`config.mk`:
```
export PLATFORM = sky130hd
export DESIGN_NAME = codec_frame_port
export DESIGN_NICKNAME = d
export VERILOG_FILES = /design/src/rtl/cfp_pkg.sv /design/src/rtl/cfp_timebase.sv /design/src/rtl/cfp_rx.sv /design/src/rtl/cfp_tx.sv /design/src/rtl/codec_frame_port.sv
export SDC_FILE = /design/constraint.sdc
export NUM_CORES = 1
export LEC_CHECK = 0
export ABC_AREA = 1
export ABC_CLOCK_PERIOD_IN_PS = 3500
export BUFFER_PORTS_ARGS = -buffer_cell sky130_fd_sc_hd__buf_2
export CAP_MARGIN = 40
export CORE_MARGIN = 10
export CORE_UTILIZATION = 45
export CTS_CLUSTER_SIZE = 25
export DETAILED_ROUTE_END_ITERATION = 8
export PLACE_DENSITY = 0.66
export SYNTH_ARGS = -nofsm -noshare
export SYNTH_HDL_FRONTEND = slang
export SYNTH_HIERARCHICAL = 1
export SYNTH_SLANG_ARGS = --single-unit
```
`constraint.sdc`:
```
create_clock -name clk -period 3.5 [get_ports clk]
set_clock_uncertainty 0.15 [all_clocks]
set_input_delay 0.175 -clock clk [delete_from_list [all_inputs] [get_ports clk]]
set_output_delay 0.175 -clock clk [all_outputs]
set_load 0.02 [all_outputs]
```
`src/rtl/cfp_pkg.sv`:
```
package cfp_pkg;
  typedef enum logic [1:0] {
    MODE_GATE  = 2'd0,
    MODE_PULSE = 2'd1,
    MODE_SLAVE = 2'd2,
    MODE_OFF   = 2'd3
  } cfp_mode_e;

  localparam int CFP_WORD_W = 16;
  localparam int CFP_ADDR_W = 5;
  localparam int CFP_DATA_W = 8;
endpackage

```
`src/rtl/cfp_timebase.sv`:
```
module cfp_timebase #(
  parameter int FRAME_LEN = 256,
  parameter int SCLK_DIV  = 4,
  localparam int PW = $clog2(FRAME_LEN),
  localparam int DW = $clog2(SCLK_DIV + 1)
) (
  input  logic          clk,
  input  logic          rst,
  output logic          sclk,
  output logic          rise_stb,
  output logic          fall_stb,
  output logic [PW-1:0] pos,
  output logic [PW-1:0] pos_nxt
);
  localparam logic [PW-1:0] P_LAST = PW'(FRAME_LEN - 1);
  localparam logic [DW-1:0] D_LAST = DW'(SCLK_DIV - 1);

  logic [DW-1:0] dcnt;
  logic          tick;

  assign tick     = (dcnt == D_LAST);
  assign rise_stb = tick & ~sclk;
  assign fall_stb = tick & sclk;
  assign pos_nxt  = (pos == P_LAST) ? '0 : pos + 1'b1;

  always_ff @(posedge clk) begin
    if (rst) begin
      dcnt <= '0;
      sclk <= 1'b0;
      pos  <= P_LAST;
    end else begin
      dcnt <= tick ? '0 : dcnt + 1'b1;
      if (tick) sclk <= ~sclk;
      if (rise_stb) pos <= pos_nxt;
    end
  end
endmodule

```
`src/rtl/cfp_rx.sv`:
```
module cfp_rx
  import cfp_pkg::*;
#(
  parameter int FRAME_LEN = 256,
  parameter int WORD_W    = CFP_WORD_W,
  parameter int ADDR_W    = CFP_ADDR_W,
  parameter int DATA_W    = CFP_DATA_W,
  localparam int PW = $clog2(FRAME_LEN)
) (
  input  logic              clk,
  input  logic              rst,
  input  cfp_mode_e         mode,
  input  logic              fall_stb,
  input  logic [PW-1:0]     pos,
  input  logic              sdi,
  output logic [WORD_W-2:0] rx_sample,
  output logic              rx_valid,
  output logic              sec_act,
  output logic              sec_rd,
  output logic [ADDR_W-1:0] reg_addr,
  output logic              reg_rd,
  output logic              reg_wr,
  output logic [DATA_W-1:0] reg_wdata
);
  localparam int HALF = FRAME_LEN / 2;
  localparam logic [PW-1:0] P_PRI_LAST = PW'(WORD_W - 1);
  localparam logic [PW-1:0] P_HALF     = PW'(HALF);
  localparam logic [PW-1:0] P_HDR_END  = PW'(HALF + WORD_W - DATA_W - 1);
  localparam logic [PW-1:0] P_SEC_END  = PW'(HALF + WORD_W - 1);

  logic [WORD_W-2:0] rx_sh;
  logic              off, in_pri, in_sec;

  assign off    = (mode == MODE_OFF);
  assign in_pri = (pos <= P_PRI_LAST);
  assign in_sec = (pos >= P_HALF) && (pos <= P_SEC_END);

  always_ff @(posedge clk) begin
    if (rst) begin
      rx_sh     <= '0;
      rx_sample <= '0;
      rx_valid  <= 1'b0;
      sec_act   <= 1'b0;
      sec_rd    <= 1'b0;
      reg_addr  <= '0;
      reg_rd    <= 1'b0;
      reg_wr    <= 1'b0;
      reg_wdata <= '0;
    end else begin
      rx_valid <= 1'b0;
      reg_rd   <= 1'b0;
      reg_wr   <= 1'b0;
      if (fall_stb && pos == P_PRI_LAST) sec_act <= sdi & ~off;
      if (fall_stb && !off) begin
        if (in_pri || (in_sec && sec_act))
          rx_sh <= {rx_sh[WORD_W-3:0], sdi};
        if (pos == P_PRI_LAST) begin
          rx_sample <= rx_sh;
          rx_valid  <= 1'b1;
        end
        if (sec_act && pos == P_HDR_END) begin
          sec_rd   <= rx_sh[ADDR_W-1];
          reg_rd   <= rx_sh[ADDR_W-1];
          reg_addr <= {rx_sh[ADDR_W-2:0], sdi};
        end
        if (sec_act && pos == P_SEC_END && !sec_rd) begin
          reg_wr    <= 1'b1;
          reg_wdata <= {rx_sh[DATA_W-2:0], sdi};
        end
      end
    end
  end
endmodule

```
`src/rtl/cfp_tx.sv`:
```
module cfp_tx
  import cfp_pkg::*;
#(
  parameter int FRAME_LEN = 256,
  parameter int WORD_W    = CFP_WORD_W,
  parameter int DATA_W    = CFP_DATA_W,
  localparam int PW  = $clog2(FRAME_LEN),
  localparam int IW  = $clog2(WORD_W),
  localparam int DIW = $clog2(DATA_W)
) (
  input  logic              clk,
  input  logic              rst,
  input  cfp_mode_e         mode,
  input  logic              rise_stb,
  input  logic [PW-1:0]     pos_nxt,
  input  logic              sec_act,
  input  logic              sec_rd,
  input  logic [WORD_W-1:0] tx_sample,
  input  logic              reg_rd,
  input  logic [DATA_W-1:0] reg_rdata,
  output logic              sdo,
  output logic              fsync
);
  localparam int HALF     = FRAME_LEN / 2;
  localparam int SEC_END  = HALF + WORD_W - 1;
  localparam int SEC_DATA = HALF + WORD_W - DATA_W;

  logic [WORD_W-1:0] tx_lat;
  logic [DATA_W-1:0] rd_lat;
  logic              rd_d;
  logic              sdo_n, fs_n;

  always_comb begin
    int pi;
    logic [WORD_W-1:0] word;
    logic in_pri, in_sec;
    pi     = int'(pos_nxt);
    word   = (pi == 0) ? tx_sample : tx_lat;
    in_pri = (pi < WORD_W);
    in_sec = sec_act && (pi >= HALF) && (pi <= SEC_END);
    sdo_n  = 1'b0;
    fs_n   = 1'b0;
    if (mode != MODE_OFF) begin
      if (in_pri) begin
        if (!(mode == MODE_SLAVE && pi == WORD_W - 1))
          sdo_n = word[IW'(WORD_W - 1 - pi)];
      end else if (in_sec && sec_rd && pi >= SEC_DATA) begin
        sdo_n = rd_lat[DIW'(SEC_END - pi)];
      end
      if (mode == MODE_PULSE)
        fs_n = (pi == FRAME_LEN - 1) || (sec_act && pi == HALF - 1);
      else
        fs_n = in_pri || in_sec;
    end
  end

  always_ff @(posedge clk) begin
    if (rst) begin
      tx_lat <= '0;
      rd_lat <= '0;
      rd_d   <= 1'b0;
      sdo    <= 1'b0;
      fsync  <= 1'b0;
    end else begin
      rd_d <= reg_rd;
      if (rd_d) rd_lat <= reg_rdata;
      if (rise_stb) begin
        sdo   <= sdo_n;
        fsync <= fs_n;
        if (pos_nxt == '0) tx_lat <= tx_sample;
      end
    end
  end
endmodule

```
`src/rtl/codec_frame_port.sv`:
```
module codec_frame_port
  import cfp_pkg::*;
#(
  parameter int FRAME_LEN = 256,
  parameter int SCLK_DIV  = 4,
  parameter int WORD_W    = CFP_WORD_W,
  parameter int ADDR_W    = CFP_ADDR_W,
  parameter int DATA_W    = CFP_DATA_W
) (
  input  logic              clk,
  input  logic              rst,
  input  logic [1:0]        mode,
  input  logic [WORD_W-1:0] tx_sample,
  output logic [WORD_W-2:0] rx_sample,
  output logic              rx_valid,
  output logic              sclk,
  output logic              fsync,
  input  logic              sdi,
  output logic              sdo,
  output logic [ADDR_W-1:0] reg_addr,
  output logic              reg_rd,
  output logic              reg_wr,
  output logic [DATA_W-1:0] reg_wdata,
  input  logic [DATA_W-1:0] reg_rdata
);
  localparam int PW = $clog2(FRAME_LEN);

  cfp_mode_e     mode_e;
  logic          rise_stb, fall_stb, sec_act, sec_rd;
  logic [PW-1:0] pos, pos_nxt;

  assign mode_e = cfp_mode_e'(mode);

  cfp_timebase #(.FRAME_LEN(FRAME_LEN), .SCLK_DIV(SCLK_DIV)) u_tb (
    .clk(clk), .rst(rst), .sclk(sclk), .rise_stb(rise_stb),
    .fall_stb(fall_stb), .pos(pos), .pos_nxt(pos_nxt)
  );

  cfp_rx #(.FRAME_LEN(FRAME_LEN), .WORD_W(WORD_W), .ADDR_W(ADDR_W),
           .DATA_W(DATA_W)) u_rx (
    .clk(clk), .rst(rst), .mode(mode_e), .fall_stb(fall_stb), .pos(pos),
    .sdi(sdi), .rx_sample(rx_sample), .rx_valid(rx_valid),
    .sec_act(sec_act), .sec_rd(sec_rd), .reg_addr(reg_addr),
    .reg_rd(reg_rd), .reg_wr(reg_wr), .reg_wdata(reg_wdata)
  );

  cfp_tx #(.FRAME_LEN(FRAME_LEN), .WORD_W(WORD_W), .DATA_W(DATA_W)) u_tx (
    .clk(clk), .rst(rst), .mode(mode_e), .rise_stb(rise_stb),
    .pos_nxt(pos_nxt), .sec_act(sec_act), .sec_rd(sec_rd),
    .tx_sample(tx_sample), .reg_rd(reg_rd), .reg_rdata(reg_rdata),
    .sdo(sdo), .fsync(fsync)
  );
endmodule

```
==> results of run 1 <==
-- cell usage in the layout, fill, tap and decap left out, types with 5 or more instances in the layout --
master | netlist | routed
o21ai_0 | 23 | 23
nand3b_1 | 8 | 8
nand3_1 | 49 | 49
inv_1 | 44 | 44
nand4_1 | 6 | 6
nor2_1 | 124 | 124
buf_4 | 5 | 5
a21oi_1 | 32 | 32
a21oi_2 | 9 | 9
dfxtp_1 | 87 | 87
dlygate4sd3_1 | 0 | 25
nand2_1 | 99 | 99
buf_2 | 9 | 62
clkbuf_8 | 0 | 9
o21ai_1 | 32 | 32
-- cell families (layout without fill, tap and decap cells) --
family          count (synthesis)  in the layout  synth area share [%]
flops                          87             87                 42.43
buf+inv                        75            159                 8.747
simple gates                  308            308                 33.86
fa+ha+maj                       3              3                0.9145
compound gates                104            104                 14.05
-- power groups by stage --
stage                     sequential, mW  clock, mW  combinational (mW)
final                               1.03      0.874               0.458
after global routing                1.04      0.940               0.516
after CTS                           1.03      0.897               0.455
after detailed placement            1.06          0               0.433
after global placement              1.06          0               0.426
after floorplan                     1.05          0               0.348
-- per-layer routing --
metal | vias to the layer above | wire (microns) | track usage (%)
met4 | 0 | 123 | 5.405
met1 | 1694 | 4897 | 21.24
met5 | - | 0 | 0
met3 | 10 | 532 | 3.152
met2 | 89 | 4495 | 22.85
li1 | 2031 | - | -
-- worst reg2reg max path: stages, from the launching register on --
cell     delay [ns]
dfxtp_1        0.41
ha_1           0.21
nand2_1        0.08
inv_1          0.14
nand3_1        0.18
nand3_1        0.14
inv_1          0.10
nor2_2         0.14
nand2_4        0.11
nor2_4         0.24
nand2_1        0.39
buf_4          0.30
o21ai_1        0.13
nor2_1         0.05
-- area by class of cell --
class,instances,area share [%]
clock buffer,9,2.511
clock inverter,7,2.561
inverter,50,3.830
multi-input combinational,415,40.63
tap,108,2.739
sequential,87,35.30
timing repair buffer,93,12.43
-- registers in the layout (all words and copies together) (netlist names) --
signal	cells
u_tx/rd_lat	8
u_rx/rx_sh	15
u_tb/dcnt	3
u_rx/reg_wdata	8
u_rx/rx_valid	1
u_tx/fsync	1
u_tb/pos	8
u_tx/tx_lat	16
u_rx/reg_rd	1
u_tx/rd_d	1
u_tx/sdo	1
u_rx/sec_act	1
u_rx/rx_sample	15
u_tb/sclk	1
u_rx/reg_wr	1
u_rx/sec_rd	1
u_rx/reg_addr	5
-- worst paths after layout --
kind / slack (ns) / start / end
hold reg to reg: 0.28 / u_rx/reg_rd / u_tx/rd_d
hold / removal: 0.02 / rst / u_tx/sdo
setup / recovery: 0.64 / u_tb/pos[0] / u_tx/tx_lat[1]
setup reg to reg: 0.64 / u_tb/pos[0] / u_tx/tx_lat[1]
==> impl_metrics.py, run 1 <==
metrics = {
    "run_status": {
        "status": "complete, no violations",
    },
    "critical_path": {
        "crit_fanout": 17,
        "cp_top_family": "simple AND/OR/NAND/NOR gates",
        "critical_path_class": "register to register",
        "cp_slowest_stage_delay_ns": 0.41,
        "critPathLaunchType": "register",
        "cp.depth": 13,
        "worst_setup_path_end_kind": "register",
        "crit_slowest_cell": "dfxtp_1",
        "required_ns": 3.61,
        "worst_ep_arrival_time_ns": 2.96,
        "r2r_cells": 13,
        "path_buf_inv": 3,
        "path_cells": "ha_1 -> nand2_1 -> inv_1 -> nand3_1 -> nand3_1 -> inv_1 -> nor2_2 -> nand2_4 -> nor2_4 -> nand2_1 -> buf_4 -> o21ai_1 -> nor2_1",
    },
    "sta": {
        "fin_crit_ns": 2.857,
        "maxSlewViolCount": 0,
        "final.setup.tns_ns": 0,
        "rsz0062_at_grt": "no",
        "period_share_pct": 81.64,
        "setup_viol": 0,
        "final.setup.worst_slack_ns": 0.6428,
        "hold_violations": 0,
        "timing.hold.ws_ns": 0.02333,
        "fmax_mhz": 350.0,
        "slew_headroom_pct": 58.53,
        "tightest_slew_ns": 0.6213,
    },
    "power_and_ir_drop": {
        "clkPwrFrac_pct": 36.9,
        "power.density_mw_per_mm2": 479.8,
        "p_sw_mw": 0.7015,
        "p_comb_share_pct": 19.4,
        "switching_share_pct": 29.64,
        "power_mw": 2.367,
        "ir_worst_vdd_mv": 0.1913,
        "p_leak_nw": 2.219,
        "p_seq_share_pct": 43.7,
        "p_int_mw": 1.666,
    },
    "die": {
        "initial_core_util_pct": 46.62,
        "rows": 34,
        "fp.dieH_microns": 115.5,
        "core_sq_mm": 0.008806,
        "boundaryPins": 63,
        "die_area_sq_mm": 0.01334,
        "die_w_microns": 115.5,
    },
    "place": {
        "dpl_cell_area_sq_mm": 0.004433,
        "place_ws_ns": 0.7141,
        "gp_congestion": 0.8814,
        "io_buffers": 62,
        "post-dp-hpwl_microns": 7201,
        "dpl.cell_count": 728,
    },
    "logic_synthesis": {
        "synth-async-reset-ratio_pct": 0,
        "synth_warnings": 6,
        "syn-num-nets": 609,
        "synth_edf_count": 0,
        "synth_cell_types": 36,
        "synth_top_flop_cell": "dfxtp_1",
        "syn_area_sq_mm": 0.004105,
        "synth.area.top_cells": "dfxtp_1 (42%), nor2_1 (11%), nand2_1 (9.1%), nand3_1 (6.0%), inv_1 (4.0%)",
        "synth.most_common_cell": "nor2_1",
        "synth_top_area_share_pct": 42.43,
        "avgSynthCellArea_sq_um": 7.115,
        "synth_common_cells": "nor2_1 (124), nand2_1 (99), dfxtp_1 (87)",
        "yosysTopAreaCell": "dfxtp_1",
        "ys_ff_latch": 87,
        "synth_cells": 577,
        "synth.yosys.seq_area_share_pct": 42.43,
    },
    "drt": {
        "via_per_inst": 4.973,
        "wl_per_cell_microns": 13.07,
        "drc": 0,
        "drt_pass1_iterations": 5,
        "drtIter0Drc": 250,
        "dr_total_vias": 3824,
        "drt_wl_total_microns": 10050,
        "final_antenna_net_count": 0,
    },
    "final_layout": {
        "seq_area_sq_mm": 0.001742,
        "n_fill_cell": 842,
        "final_nets": 688,
        "antenna_cells": 0,
        "drive_gt1_share_pct": 17.40,
        "area_growth_pct": 20.18,
        "fin_util_pct": 56.02,
        "finalInstanceArea_sq_mm": 0.004933,
        "finalNonFillerCells": 769,
        "multiInputGateArea_sq_mm": 0.002004,
    },
    "clock_network": {
        "postCtsSetupRepairBufs": 0,
        "worst_skew_pair.late_latency_ns": 0.36,
        "htree_levels": 3,
        "post_cts_resized": 0,
        "cts_tree": "yes",
        "cts.reportedPaths.clkPinSlew_ns": 0.09,
        "postCtsHoldBufs": 25,
        "cts_buffers": 9,
        "ctsRootBufferMaster": "clkbuf_8",
        "cts.sinks": 87,
        "clock_path_buffers": 2,
    },
    "global_route": {
        "grt_pass1_vias": 3489,
        "grt_first_pass_wirelength_microns": 16800,
        "grt_antenna_before_repair": 0,
        "track_usage_pct": 15.27,
        "grt_overflow": 0,
        "grt_max_degree": 47,
    },
    "flow_run": {
        "cap_violations": 0,
    },
    "min_path": {
        "hold_depth": 2,
        "worstHoldPathType": "input port to register",
    },
}
(Power assumes the default switching activity.)
==> run 2: changes to the inputs <==
Settings changed: ABC_CLOCK_PERIOD_IN_PS 3500 to 2700.
Clock period 3.5 ns to 2.7 ns, I/O delays scaled along.
==> impl_metrics.py, run 2 (synthesis gave the netlist of run 1 again) <==
metrics = {
    "die": {
        "fp.dieH_microns": 115.5,
        "core_sq_mm": 0.008806,
        "die_w_microns": 115.5,
        "die_area_sq_mm": 0.01334,
        "initial_core_util_pct": 46.62,
        "rows": 34,
        "boundaryPins": 63,
    },
    "drt": {
        "drc": 0,
        "dr_total_vias": 3969,
        "wl_per_cell_microns": 13.30,
        "final_antenna_net_count": 0,
        "drt_wl_total_microns": 10400,
        "via_per_inst": 5.075,
        "drtIter0Drc": 291,
        "drt_pass1_iterations": 5,
    },
    "global_route": {
        "grt_antenna_before_repair": 0,
        "grt_pass1_vias": 3551,
        "track_usage_pct": 15.57,
        "grt_max_degree": 47,
        "grt_first_pass_wirelength_microns": 16970,
        "grt_overflow": 0,
    },
    "final_layout": {
        "drive_gt1_share_pct": 20.18,
        "largest_register_ffs": 16,
        "final_nets": 701,
        "largestRegisters": "u_tx/tx_lat (16), u_rx/rx_sample (15), u_rx/rx_sh (15)",
        "regMostFlops": "u_tx/tx_lat",
        "final_common_cell": "nor2_1",
        "area_growth_pct": 23.26,
        "fin_util_pct": 57.46,
        "antenna_cells": 0,
        "mostFrequentLayoutCells": "nor2_1 (121), nand2_1 (98), dfxtp_1 (86), buf_2 (63), nand3_1 (48)",
    },
    "sta": {
        "slew_headroom_pct": 54.64,
        "final.setup.tns_ns": 0,
        "setup_viol": 0,
        "hold_violations": 0,
        "period_share_pct": 93.49,
        "final.setup.worst_slack_ns": 0.1757,
        "tightest_slew_ns": 0.6796,
        "fmax_mhz": 396.1,
        "maxSlewViolCount": 0,
        "fin_crit_ns": 2.524,
    },
    "clock_network": {
        "cts.reportedPaths.clkPinSlew_ns": 0.09,
        "clock_path_buffers": 2,
        "cts_tree": "yes",
        "cts_buffers": 9,
        "htree_levels": 3,
        "cts.sinks": 87,
        "ctsRootBufferMaster": "clkbuf_8",
        "worst_skew_pair.late_latency_ns": 0.36,
    },
    "power_and_ir_drop": {
        "p_leak_nw": 2.285,
        "power.density_mw_per_mm2": 627.5,
        "ir_worst_vdd_mv": 0.3338,
    },
    "place": {
        "place_ws_ns": -0.03959,
        "post-dp-hpwl_microns": 7295,
        "io_buffers": 62,
        "gp_congestion": 0.8939,
    },
    "critical_path": {
        "required_ns": 2.85,
        "worst_ep_arrival_time_ns": 2.68,
        "rrSetupSlack_ns": 0.18,
        "worst_setup_path_end_kind": "register",
        "critPathLaunchType": "register",
        "critical_path_class": "register to register",
        "crit_fanout": 10,
    },
    "min_path": {
        "worstHoldPathType": "input port to register",
    },
    "run_status": {
        "status": "complete, no violations",
    },
    "flow_run": {
        "cap_violations": 0,
    },
}
==> run 2: final cells by class <==
cell class | instances | area (sq um)
clock inverters | 6 | 115.1
repair buffers | 106 | 710.7
flip-flops and latches | 87 | 1745
well taps | 108 | 135.1
multi-input cells | 415 | 2027
clock buffers | 10 | 137.6
fillers | 861 | 3746
inverters | 50 | 188.9
==> run 2: timing repair <==
| item | CTS | global route |
|---|---|---|
| buffers inserted | 0 | 5 |
| pin swaps | 0 | 2 |
| hold buffers | 26 | 0 |
| resized for setup | 2 | 12 |
| gates cloned | 0 | 0 |
| endpoints found under the hold margin | 30 | 0 |
| setup endpoints to repair | 1 | 17 |
==> run 2: routing by layer <==
layer | routed length, microns | up-vias | global-route usage (%)
met3 | 590 | 18 | 4.858
li1 | - | 2045 | -
met1 | 4960 | 1817 | 20.40
met4 | 164 | 0 | 4.561
met2 | 4684 | 89 | 24.07
met5 | 0 | - | 0
==> run 2: stage by stage <==
stage / instances / instance area [sq um] / hold WS, ns / total power [mW]
after floorplan: 577 / 4105 / 0.04744 / 1.817
after global placement: 734 / 4471 / 0.2013 / 1.923
after detailed placement: 735 / 4486 / 0.2054 / 1.944
after CTS: 777 / 5006 / 0.02988 / 3.123
after global routing: 782 / 5060 / 0.04968 / 3.341
final: 782 / 5060 / 0.04141 / 3.175
==> run 2: final timing paths <==
| path | cells past startpoint | startpoint | to |
|---|---|---|---|
| max reg2reg | 20 | u_tb/pos[1] | u_tx/sdo |
| min reg2reg | 1 | u_tb/dcnt[0] | u_tb/dcnt[0] |
| max | 20 | u_tb/pos[1] | u_tx/sdo |
| min | 6 | mode[1] | u_tx/sdo |
==> run 2: worst max-delay path: stages (launching register included) <==
cell and delay (ns):
dfxtp_4 0.37, ha_1 0.18, nand2_1 0.11, inv_2 0.13, nand3_4 0.11, nand3_1 0.12, inv_2 0.08, nor2_2 0.13
nand2_4 0.11, nor2_4 0.13, buf_2 0.17, nand2_1 0.07, nand3_1 0.09, nand2_1 0.06, nand3_1 0.08, nand2_1 0.05
nand2_1 0.05, nand3_1 0.06, nand2_1 0.06, nand2_1 0.06, a21oi_2 0.10
==> run 2: power by group <==
group | internal [mW] | leakage, nW | total (mW) | switching [mW]
clock | 0.647 | 0.124 | 1.14 | 0.490
sequential | 1.31 | 0.702 | 1.34 | 0.0235
combinational | 0.283 | 1.46 | 0.702 | 0.419
